==> src/rtl/srx_pkg.sv <==
package srx_pkg;

  typedef enum logic [2:0] {
    FMT_I2S  = 3'd0,
    FMT_RJ16 = 3'd1,
    FMT_RJ18 = 3'd2,
    FMT_RJ20 = 3'd3,
    FMT_LJ   = 3'd4
  } srx_fmt_e;

  // resolve the active framing; unused control codes fall back to I2S
  function automatic srx_fmt_e srx_pick_fmt(input logic pin_mode,
                                            input logic [2:0] ctl,
                                            input logic [1:0] pins);
    if (pin_mode) return srx_fmt_e'({1'b0, pins});
    case (ctl)
      3'd1:    return FMT_RJ16;
      3'd2:    return FMT_RJ18;
      3'd3:    return FMT_RJ20;
      3'd4:    return FMT_LJ;
      default: return FMT_I2S;
    endcase
  endfunction

  function automatic logic srx_is_rj(input srx_fmt_e f);
    return (f == FMT_RJ16) || (f == FMT_RJ18) || (f == FMT_RJ20);
  endfunction

  function automatic int srx_rj_len(input srx_fmt_e f);
    case (f)
      FMT_RJ16: return 16;
      FMT_RJ18: return 18;
      default:  return 20;
    endcase
  endfunction

endpackage

==> src/rtl/srx_sync.sv <==
module srx_sync #(
  parameter int STAGES = 2,
  parameter int NSIG   = 3
) (
  input  logic            clk,
  input  logic            rst_n,
  input  logic [NSIG-1:0] d,
  output logic [NSIG-1:0] q
);
  logic [NSIG-1:0] chain [STAGES];

  for (genvar s = 0; s < STAGES; s++) begin : g_stage
    always_ff @(posedge clk) begin
      if (!rst_n) chain[s] <= '0;
      else if (s == 0) chain[s] <= d;
      else chain[s] <= chain[(s == 0) ? 0 : s-1];
    end
  end

  assign q = chain[STAGES-1];
endmodule

==> src/rtl/srx_shift_engine.sv <==
module srx_shift_engine
  import srx_pkg::*;
#(
  parameter int W = 20
) (
  input  logic         clk,
  input  logic         rst_n,
  input  logic         bit_stb,
  input  logic         ws_i,
  input  logic         sd_i,
  input  srx_fmt_e     fmt,
  output logic         word_stb,
  output logic         word_ch,
  output logic [W-1:0] word_data
);
  localparam int CW = $clog2(W + 1);

  logic         ws_d1, ws_d2;
  logic [1:0]   seen;
  logic [W-1:0] acc, sr, rj_word;
  logic [CW-1:0] cnt;
  logic         la_go, ra_go;
  logic         is_i2s, is_rj, ws_eff, ws_eff_old, eff_ok, la_edge, ra_edge;

  always_comb begin
    int rj_sh;
    is_i2s     = (fmt == FMT_I2S);
    is_rj      = srx_is_rj(fmt);
    // I2S is left-justified framing seen through a one-bit-late word select
    ws_eff     = is_i2s ? ws_d1 : ws_i;
    ws_eff_old = is_i2s ? ws_d2 : ws_d1;
    eff_ok     = is_i2s ? (seen == 2'd2) : (seen != 2'd0);
    la_edge    = bit_stb & eff_ok & (ws_eff ^ ws_eff_old);
    ra_edge    = bit_stb & (seen != 2'd0) & (ws_i ^ ws_d1);
    rj_sh      = W - srx_rj_len(fmt);
    rj_word    = $unsigned($signed(sr << rj_sh) >>> rj_sh);
  end

  always_ff @(posedge clk) begin
    if (!rst_n) begin
      ws_d1 <= 1'b0; ws_d2 <= 1'b0; seen <= '0;
      acc <= '0; sr <= '0; cnt <= '0;
      la_go <= 1'b0; ra_go <= 1'b0;
      word_stb <= 1'b0; word_ch <= 1'b0; word_data <= '0;
    end else begin
      word_stb <= 1'b0;
      if (bit_stb) begin
        ws_d1 <= ws_i;
        ws_d2 <= ws_d1;
        if (seen != 2'd2) seen <= seen + 2'd1;
        sr <= {sr[W-2:0], sd_i};
        if (la_edge) begin
          acc <= {{(W-1){1'b0}}, sd_i};
          cnt <= CW'(1);
        end else if (cnt < CW'(W)) begin
          acc <= {acc[W-2:0], sd_i};
          cnt <= cnt + CW'(1);
        end
        if (la_edge) la_go <= 1'b1;
        if (ra_edge) ra_go <= 1'b1;
        if (is_rj) begin
          word_stb  <= ra_edge & ra_go;
          word_ch   <= ws_d1;
          word_data <= rj_word;
        end else begin
          word_stb  <= la_edge & la_go;
          word_ch   <= ws_eff_old;
          word_data <= acc << (W - int'(cnt));
        end
      end
    end
  end
endmodule

==> src/rtl/srx_pair_out.sv <==
module srx_pair_out #(
  parameter int W = 20
) (
  input  logic         clk,
  input  logic         rst_n,
  input  logic         word_stb,
  input  logic         word_ch,
  input  logic [W-1:0] word_data,
  input  logic         pair_ready,
  output logic         pair_valid,
  output logic [W-1:0] pair_left,
  output logic [W-1:0] pair_right,
  output logic         pair_done
);
  logic [W-1:0] left_hold;
  logic         left_ok;

  assign pair_done = word_stb & word_ch & left_ok;

  always_ff @(posedge clk) begin
    if (!rst_n) begin
      left_hold <= '0; left_ok <= 1'b0;
      pair_valid <= 1'b0; pair_left <= '0; pair_right <= '0;
    end else begin
      if (word_stb) begin
        if (!word_ch) begin
          left_hold <= word_data;
          left_ok   <= 1'b1;
        end else begin
          left_ok   <= 1'b0;
        end
      end
      if (pair_done && (!pair_valid || pair_ready)) begin
        pair_valid <= 1'b1;
        pair_left  <= left_hold;
        pair_right <= word_data;
      end else if (pair_ready) begin
        pair_valid <= 1'b0;
      end
    end
  end
endmodule

==> src/rtl/srx_rx.sv <==
module srx_rx
  import srx_pkg::*;
#(
  parameter int SAMPLE_W    = 20,
  parameter int SYNC_STAGES = 2
) (
  input  logic                clk,
  input  logic                rst_n,
  input  logic                bit_clk,
  input  logic                word_sel,
  input  logic                ser_data,
  input  logic                pin_mode,
  input  logic [2:0]          ctl_fmt,
  input  logic [1:0]          pin_fmt,
  output logic                pair_valid,
  input  logic                pair_ready,
  output logic [SAMPLE_W-1:0] pair_left,
  output logic [SAMPLE_W-1:0] pair_right
);
  logic [2:0]          sync_q;
  logic                bclk_s, ws_s, sd_s, bclk_q, bit_stb;
  srx_fmt_e            fmt;
  logic                word_stb, word_ch, pair_done;
  logic [SAMPLE_W-1:0] word_data;

  srx_sync #(.STAGES(SYNC_STAGES), .NSIG(3)) u_sync (
    .clk(clk), .rst_n(rst_n), .d({bit_clk, word_sel, ser_data}), .q(sync_q)
  );
  assign {bclk_s, ws_s, sd_s} = sync_q;

  always_ff @(posedge clk) begin
    if (!rst_n) bclk_q <= 1'b0;
    else        bclk_q <= bclk_s;
  end
  assign bit_stb = bclk_s & ~bclk_q;
  assign fmt     = srx_pick_fmt(pin_mode, ctl_fmt, pin_fmt);

  srx_shift_engine #(.W(SAMPLE_W)) u_eng (
    .clk(clk), .rst_n(rst_n), .bit_stb(bit_stb), .ws_i(ws_s), .sd_i(sd_s),
    .fmt(fmt), .word_stb(word_stb), .word_ch(word_ch), .word_data(word_data)
  );

  srx_pair_out #(.W(SAMPLE_W)) u_out (
    .clk(clk), .rst_n(rst_n), .word_stb(word_stb), .word_ch(word_ch),
    .word_data(word_data), .pair_ready(pair_ready), .pair_valid(pair_valid),
    .pair_left(pair_left), .pair_right(pair_right), .pair_done(pair_done)
  );
endmodule

==> config.mk <==
export PLATFORM = sky130hd
export DESIGN_NAME = srx_rx
export DESIGN_NICKNAME = d
export VERILOG_FILES = /design/src/rtl/srx_pkg.sv /design/src/rtl/srx_sync.sv /design/src/rtl/srx_shift_engine.sv /design/src/rtl/srx_pair_out.sv /design/src/rtl/srx_rx.sv
export SDC_FILE = /design/constraint.sdc
export NUM_CORES = 1
export LEC_CHECK = 0
export BUFFER_PORTS_ARGS = -buffer_cell sky130_fd_sc_hd__buf_2
export CAP_MARGIN = 10
export CORE_ASPECT_RATIO = 0.8
export CORE_UTILIZATION = 55
export CTS_CLUSTER_DIAMETER = 40
export DETAILED_ROUTE_END_ITERATION = 8
export PLACE_DENSITY = 0.81
export SYNTH_ARGS = -nofsm -noshare
export SYNTH_HDL_FRONTEND = slang
export SYNTH_HIERARCHICAL = 1
export SYNTH_SLANG_ARGS = --single-unit
==> constraint.sdc <==
create_clock -name clk -period 6.2 [get_ports clk]
set_input_delay 0.62 -clock clk [delete_from_list [all_inputs] [get_ports clk]]
set_output_delay 0.62 -clock clk [all_outputs]
set_load 0.05 [all_outputs]
After elaboration in Yosys (flattened, before gate mapping)
Memory sizes are Yosys's and may differ from the RTL's.
Index checks and enable logic that the tools add are counted.
Widths: inputs -> output; s select.
{ "op_classes": {"addsub": 4, "order_cmp": 1, "eq_ne": 9, "n_shift": 3, "mux": 22, "bitwise_logic": 15, "reduce_logical": 15} }
{ "ops": {"columns": ["cell", "count"], "rows": [
  ["$shl 20x32->20", 2],
  ["$mux 20", 3],
  ["$sshr 20x32->20", 1],
  ["$eq 3x2->1 const B", 4],
  ["$mux 3", 4],
  ["$pmux 3 s4", 1],
  ["$reduce_and 2->1", 6],
  ["$sub 5x5->6 const A", 2],
  ["$mux 1", 11],
  ["$mux 5", 2],
  ["$and 1x1->1", 9],
  ["$eq 3x1->1 const B", 2],
  ["$pmux 3 s2", 1],
  ["$reduce_bool 2->1", 3],
  ["$add 5x1->5 const B", 1],
  ["$lt 5x5->1 const B", 1],
  ["$eq 3x3->1 const B", 1],
  ["$logic_not 3->1", 1],
  ["$logic_or 1x1->1", 3],
  ["$add 2x1->2 const B", 1],
  ["$eq 2x2->1 const B", 1],
  ["$ne 2x2->1 const B", 1],
  ["$not 1->1", 2],
  ["$or 1x1->1", 2],
  ["3 further kinds", 4]
]} }
{ "totals": {"regBits": 136, "ram_bits": 6, "in_bits": 12, "out_inout_bits": 41, "memories": 1} }
{ "mem_list": {"columns": ["memory", "words", "word_bits", "rd", "rd_clocked_by_memory_dff", "wr", "line_no", "source"], "rows": [
  ["u_sync.chain", 2, 3, 2, 0, 2, "srx_sync.sv:10", "logic [NSIG-1:0] chain [STAGES];"]
]} }

Longest topological paths before layout
Gate-level depths: netlist of run 1.
{ "depth": {"word_depth": 9, "mapped_depth": 12, "ltp_nobuf": 7} }

Cells and area by module
Netlist of run 1, hierarchy kept.
{ "by_module_without_submodules": {"columns": ["mod", "instances", "cells_each", "area_each_um2"], "rows": [
  ["srx_shift_engine", 1, 459, 4093.9],
  ["srx_pair_out", 1, 271, 2471.1],
  ["srx_sync", 1, 12, 157.7],
  ["srx_rx", 1, 10, 77.6]
]} }

Worst setup path after synthesis of run 1
No wires, ideal clock.
{ "synth_timing": {"path_kind": "register -> register", "startpoint": "register u_eng.cnt[0]", "endpoint": "register u_eng.word_data[17]", "setup_ns": 0.136, "t_arrival_ns": 2.393, "t_required_ns": 6.064, "slack_ns": 3.671, "path_stages_with_launch": 12, "n_path_buf": 5, "cell_sequence": "dfxtp_1 -> buf_6 -> buf_6 -> buf_6 -> inv_1 -> ha_1 -> buf_4 -> buf_2 -> a2111oi_0 -> a211oi_1 -> a2111oi_0 -> a211oi_1"} }
{ "synth_between": {"elab_chain_cells": 3} }
{ "synth_rtl": {"columns": ["element", "line_no", "source"], "rows": [
  ["from (decl)", "srx_shift_engine.sv:21", "logic [CW-1:0] cnt;"],
  ["from (signal assigned)", "srx_shift_engine.sv:57", "cnt <= cnt + CW'(1);"],
  ["$sub 5x5->6", "srx_shift_engine.sv:68", "word_data <= acc << (W - int'(cnt));"],
  ["$shl 20x32->20", "srx_shift_engine.sv:68", null],
  ["$mux 20", "srx_shift_engine.sv:61", "if (is_rj) begin"],
  ["to (signal assigned)", "srx_shift_engine.sv:64", "word_data <= rj_word;"],
  ["to (signal assigned)", "srx_shift_engine.sv:68", null],
  ["to (decl)", "srx_shift_engine.sv:14", "output logic [W-1:0] word_data"]
]} }
Every way passes these cells.
A chain may end at the register's enable or synchronous reset.

Worst setup path in the final report of run 1
{ "layout_timing": {"startpoint": "register u_eng.cnt[1]", "endpoint": "register u_eng.word_data[12]"} }
Same word-level chain as after synthesis.

==> results of run 1 <==
-- logic make-up (layout without fill, tap and decap cells) --
logic type                 after synthesis  in the layout  synth area share [%]
buffers and inverters                   64             96                  5.78
muxes                                   93             93                  16.3
adders and majority gates                4              4                 0.736
and+or+nand+nor                        298            298                  19.8
AOI/OAI and AO/OA                      143            143                  14.3
DFF                                    142            142                  41.8
xor gates and xnor gates                 8              8                  1.36
-- path summary, 6_finish.rpt --
path	from	to	slack, ns	depth (start not counted)
worst min register to register	u_sync/chain[0][2]	u_sync/chain[1][2]	0.43	1
worst max register to register	u_eng/cnt[1]	u_eng/word_data[12]	3.12	6
worst max-delay path	u_eng/cnt[1]	u_eng/word_data[12]	3.12	6
worst min-delay path	bit_clk	u_sync/chain[0][2]	0.41	2
-- layer usage --
| layer | part of all wire (%) | wire, um | track usage, % | up-vias |
|---|---|---|---|---|
| met1 | 47 | 7440 | 34.2 | 2650 |
| met4 | 1.6 | 261 | 10.5 | 0 |
| met2 | 46 | 7400 | 42.2 | 162 |
| met3 | 5.1 | 807 | 5.02 | 28 |
| met5 | 0 | 0 | 0 | - |
| li1 | - | - | - | 2649 |
-- cells in the mapped netlist (all sizes together), types with 2 or more instances --
cell type and instances:
a31o 2, a21boi 27, dfxtp 142, xnor2 4, ha 4, nor4b 3, a32oi 4, o2bb2ai 4
a2111oi 4, o21a 2, nand3 9, o211ai 3, nor2 16, and2 10, nand2 206, a31oi 2
buf 33, a21oi 36, clkbuf 24, a221oi 3, or3 3, mux2 10, a311oi 4, nand4 2
inv 7, and3 2, xor2 4, nand2b 5, a41oi 4, nor2b 24, o21ai 31, a211o 2
mux4 13, nor3 10, mux2i 70, a211oi 3
-- power by group --
group | switching (uW) | leakage [uW] | internal, uW
clock | 429 | 0.000273 | 566
combinational | 66.1 | 0.00120 | 33.0
sequential | 6.92 | 0.00115 | 921
-- state kept, by name (all words and copies together) (netlist names) --
register	flops
u_eng/cnt	5
u_eng/sr	20
u_eng/la_go	1
u_out/pair_valid	1
u_out/left_ok	1
u_out/pair_left	20
u_eng/acc	20
u_eng/seen	2
u_out/left_hold	20
u_out/pair_right	20
u_sync/chain	6
u_eng/ra_go	1
u_eng/word_ch	1
u_eng/word_data	20
bclk_q	1
u_eng/ws_d2	1
u_eng/ws_d1	1
u_eng/word_stb	1
-- worst register-to-register path: cells and delay by family, from the launching register on --
kind,cells,cell delay [ns]
AND/OR/NAND/NOR,1,0.99
flip-flops,1,0.49
multiplexers,1,0.35
adder cells (fa/ha/maj),1,0.69
buffers and inverters,1,0.09
AO/OA/AOI/OAI,2,0.38
-- through the flow --
step	setup WS, ns	area [um2]	hold slack [ns]	std cells
after floorplan	3.67	6800	0.406	752
after global placement	3.33	6930	0.419	900
after detailed placement	3.17	6930	0.420	900
after CTS	3.16	7510	0.400	932
after global routing	2.92	7510	0.394	932
final	3.12	7510	0.410	932
-- area by class of cell --
cell class | instances | area [um2]
Fill cell | 967 | 4270
Multi-Input combinational cell | 546 | 3570
Sequential cell | 142 | 2840
Clock buffer | 18 | 429
Timing Repair Buffer | 57 | 300
Tap cell | 148 | 185
Clock inverter | 14 | 150
Inverter | 7 | 26.3
==> flow_summary.ini, run 1 <==
[cts]
cts-root-buf = clkbuf_16
cts_resized = 0
htreeDepth = 4
postCtsHoldBufs = 0
cts_setup_buffers = 0
clock_sinks = 142
cts_buffers = 17
cts_tree = done
path_clk_slew_ns = 0.06
clk_latency_ns = 0.41
cts.path.max_buffers = 2

[logic_synthesis]
synth-seq-cells = 142
synth-edff-count = 0
syn-num-nets = 768
netlist_instances = 752
yosysSeqAreaShare_pct = 41.8
synth_warnings = 6
ys_async_sr_fraction_pct = 0
synth_largest_area_cell = dfxtp_1
synth_area_leaders = dfxtp_1 42%, nand2_1 11%, mux2i_1 10%, mux4_2 4.3%, a21boi_0 3.0%
ys_types = 70
synth_ff_type = dfxtp_1
synth_top_area_share_pct = 41.8
syn_area_per_cell_um2 = 9.04
syn-cell-area_mm2 = 0.00680

[final_layout]
utilization_pct = 63.7
antenna_cells = 0
layout_commonest_cell = nand2_1
drive_above_1_share_pct = 16.6
nets = 787
synthToLayoutAreaGrowth_pct = 10.4
layout_common_cells = 206 x nand2_1, 142 x dfxtp_1, 70 x mux2i_1

[placed_design]
hpwl_um = 10800
io_buffers = 52
gp_congestion = 0.911

[global_route]
grt_max_degree = 86
grt_pass1_wl_um = 25800
antenna_found_initial = 0
grt_pass1_vias = 5060
grt.overflow.total = 0
track_usage_pct = 25.9

[floorplanning]
num_io_pins = 53
core_mm2 = 0.0118
rows = 35
start_util_pct = 57.7
dieWidth_um = 126
die_area_mm2 = 0.0128
dieHeight_um = 101

[critical_path]
criticalPathCategory = flip-flop to flip-flop
arrival_ns = 3.40
startpoint_type = flip-flop
path_cells = inv_1 -> ha_1 -> nor3b_1 -> mux2_2 -> o21ai_0 -> a311oi_1
slowest_stage = nor3b_1
crit_buf_inv = 1
critPathMaxFanout = 27
critPathTopFamily = simple AND/OR/NAND/NOR gates
crit_required_ns = 6.52
cp_slowest_stage_delay_ns = 0.99
end_kind = flip-flop

[routing]
antenna_left = 0
wl_per_cell_um = 17.1
drtPass1Iterations = 5
viasPerCell = 5.89
via_count = 5489
finalWirelength_um = 15900
drtIter0Drc = 489
drc = 0

[power_and_ir_drop]
power_density_mw_per_mm2 = 269
power.leakage_uw = 0.00262
vdd_ir_drop_max_v = 0.000191
power_uw = 2020

[sta]
min_period_ns = 3.08
slew_viol_final = 0
rsz0062_at_grt = no
fin_crit_sh_pct = 49.6
hold_viol_final = 0
skew_ns = 0.0105
setup_viol = 0
fmax_mhz = 325
setup-tns-final_ns = 0
slew_headroom_pct = 23.9
worst_pin_slew_ns = 1.14

[flow_run]
drv_cap = 0

[status]
outcome = finished clean

[worst_hold_path]
hold_class = primary input to flip-flop
No activity file was read; power rests on OpenSTA's default activity.
==> inputs of run 2 (changes only) <==
==> constraint.sdc (replaced) <==
create_clock -name clk -period 3.1 [get_ports clk]
set_input_delay 0.31 -clock clk [delete_from_list [all_inputs] [get_ports clk]]
set_output_delay 0.31 -clock clk [all_outputs]
set_load 0.05 [all_outputs]
==> flow_summary.ini, run 2 (same netlist as run 1, synthesis figures left out) <==
[cts]
cts_setup_buffers = 0
clk_latency_ns = 0.42
path_clk_slew_ns = 0.06
htreeDepth = 4
postCtsHoldBufs = 0
cts_resized = 0
cts.path.max_buffers = 2
cts_buffers = 17
cts-root-buf = clkbuf_16
clock_sinks = 142
cts_tree = done

[routing]
antenna_left = 0
viasPerCell = 5.72
drc = 0
drtIter0Drc = 382
finalWirelength_um = 15000
wl_per_cell_um = 16.0
drtPass1Iterations = 5
via_count = 5375

[critical_path]
crit_required_ns = 3.38
cp_slowest_stage_delay_ns = 0.54
startpoint_type = flip-flop
criticalPathCategory = flip-flop to flip-flop
reg2reg_depth = 8
critPathMaxFanout = 17
arrival_ns = 2.85
path_cells = inv_1 -> ha_1 -> buf_4 -> mux4_2 -> nand2_1 -> a21oi_1 -> a2111oi_0 -> nor3_1
slowest_stage = mux4_2
end_kind = flip-flop

[global_route]
grt.overflow.total = 0
grt_pass1_wl_um = 24900
grt_max_degree = 151
grt_pass1_vias = 4896
antenna_found_initial = 0
track_usage_pct = 24.5

[sta]
holdWs_ns = 0.0960
slew_viol_final = 0
skew_ns = 0.0121
setup_viol = 0
worst_pin_slew_ns = 0.805
setup-tns-final_ns = 0
min_period_ns = 2.58
rsz0062_at_grt = no
fin_crit_sh_pct = 83.1
fmax_mhz = 388
slew_headroom_pct = 46.3
hold_viol_final = 0

[placed_design]
hpwl_um = 10300
gp_congestion = 0.940
io_buffers = 52

[floorplanning]
start_util_pct = 57.7
core_mm2 = 0.0118
dieHeight_um = 101
dieWidth_um = 126
die_area_mm2 = 0.0128
num_io_pins = 53
rows = 35

[final_layout]
fill_cells = 940
synthToLayoutAreaGrowth_pct = 11.4
antenna_cells = 0
multiInputGateArea_mm2 = 0.00357
layout_commonest_cell = nand2_1
nets = 795
layout_common_cells = 206 x nand2_1, 142 x dfxtp_1, 70 x mux2i_1
drive_above_1_share_pct = 17.4
ff_latch_area_mm2 = 0.00284

[power_and_ir_drop]
power_density_mw_per_mm2 = 533
power.leakage_uw = 0.00267
vdd_ir_drop_max_v = 0.000414

[flow_run]
drv_cap = 0

[status]
outcome = finished clean

[worst_hold_path]
whs_path_depth = 2
hold_class = primary input to flip-flop
==> run 2: cell types whose count changed in the layout (fill, tap and decap cells not counted), sizes merged <==
cell and change:
buf +8, inv +3, clkinvlp -1, clkinv -2
==> run 2: path summary, 6_finish.rpt <==
| path | slack [ns] | start | end |
|---|---|---|---|
| worst max-delay path | 0.52 | u_eng/cnt[0] | u_eng/word_data[19] |
| worst min-delay path | 0.1 | bit_clk | u_sync/chain[0][2] |
| worst max register to register | 0.52 | u_eng/cnt[0] | u_eng/word_data[19] |
| worst min register to register | 0.43 | u_sync/chain[0][1] | u_sync/chain[1][1] |
==> run 2: layout make-up <==
class,count,share of cell area (%)
Inverter,7,0.347
Multi-Input combinational cell,546,47.2
Clock inverter,14,1.93
Tap cell,148,2.44
Clock buffer,18,5.67
Sequential cell,142,37.5
Timing Repair Buffer,65,4.92
==> run 2: worst max-delay path, delay by kind of cell, from the launching register on <==
| family | cells | cell delay, ns |
|---|---|---|
| AND/OR/NAND/NOR | 2 | 0.18 |
| adder cells (fa/ha/maj) | 1 | 0.34 |
| multiplexers | 1 | 0.54 |
| buffers and inverters | 2 | 0.41 |
| flip-flops | 1 | 0.53 |
| AO/OA/AOI/OAI | 2 | 0.43 |
==> run 2: metal layers <==
metal	part of all wire [%]	global-route usage, %	vias to the layer above
li1	-	-	2659
met1	49	33.7	2590
met2	46	38.8	110
met3	4.0	4.75	16
met4	1.0	8.62	0
met5	0	0	-
==> run 2: report_power, final <==
part / switching, uW / total (uW) / internal [uW]
logic: 131 / 205 / 73.8
clock network: 839 / 1970 / 1130
registers: 15.2 / 1860 / 1840
==> run 2: through the flow <==
stage	power [uW]	util, %	cells	cell area, um2	worst slack [ns]
global placement	2090	59.4	908	7000	0.673
detailed placement	2100	59.4	908	7000	0.595
finish	4040	64.3	940	7570	0.525
CTS	4070	64.3	940	7570	0.548
floorplan	2060	-	752	6800	0.571
global route	4170	64.3	940	7570	0.294
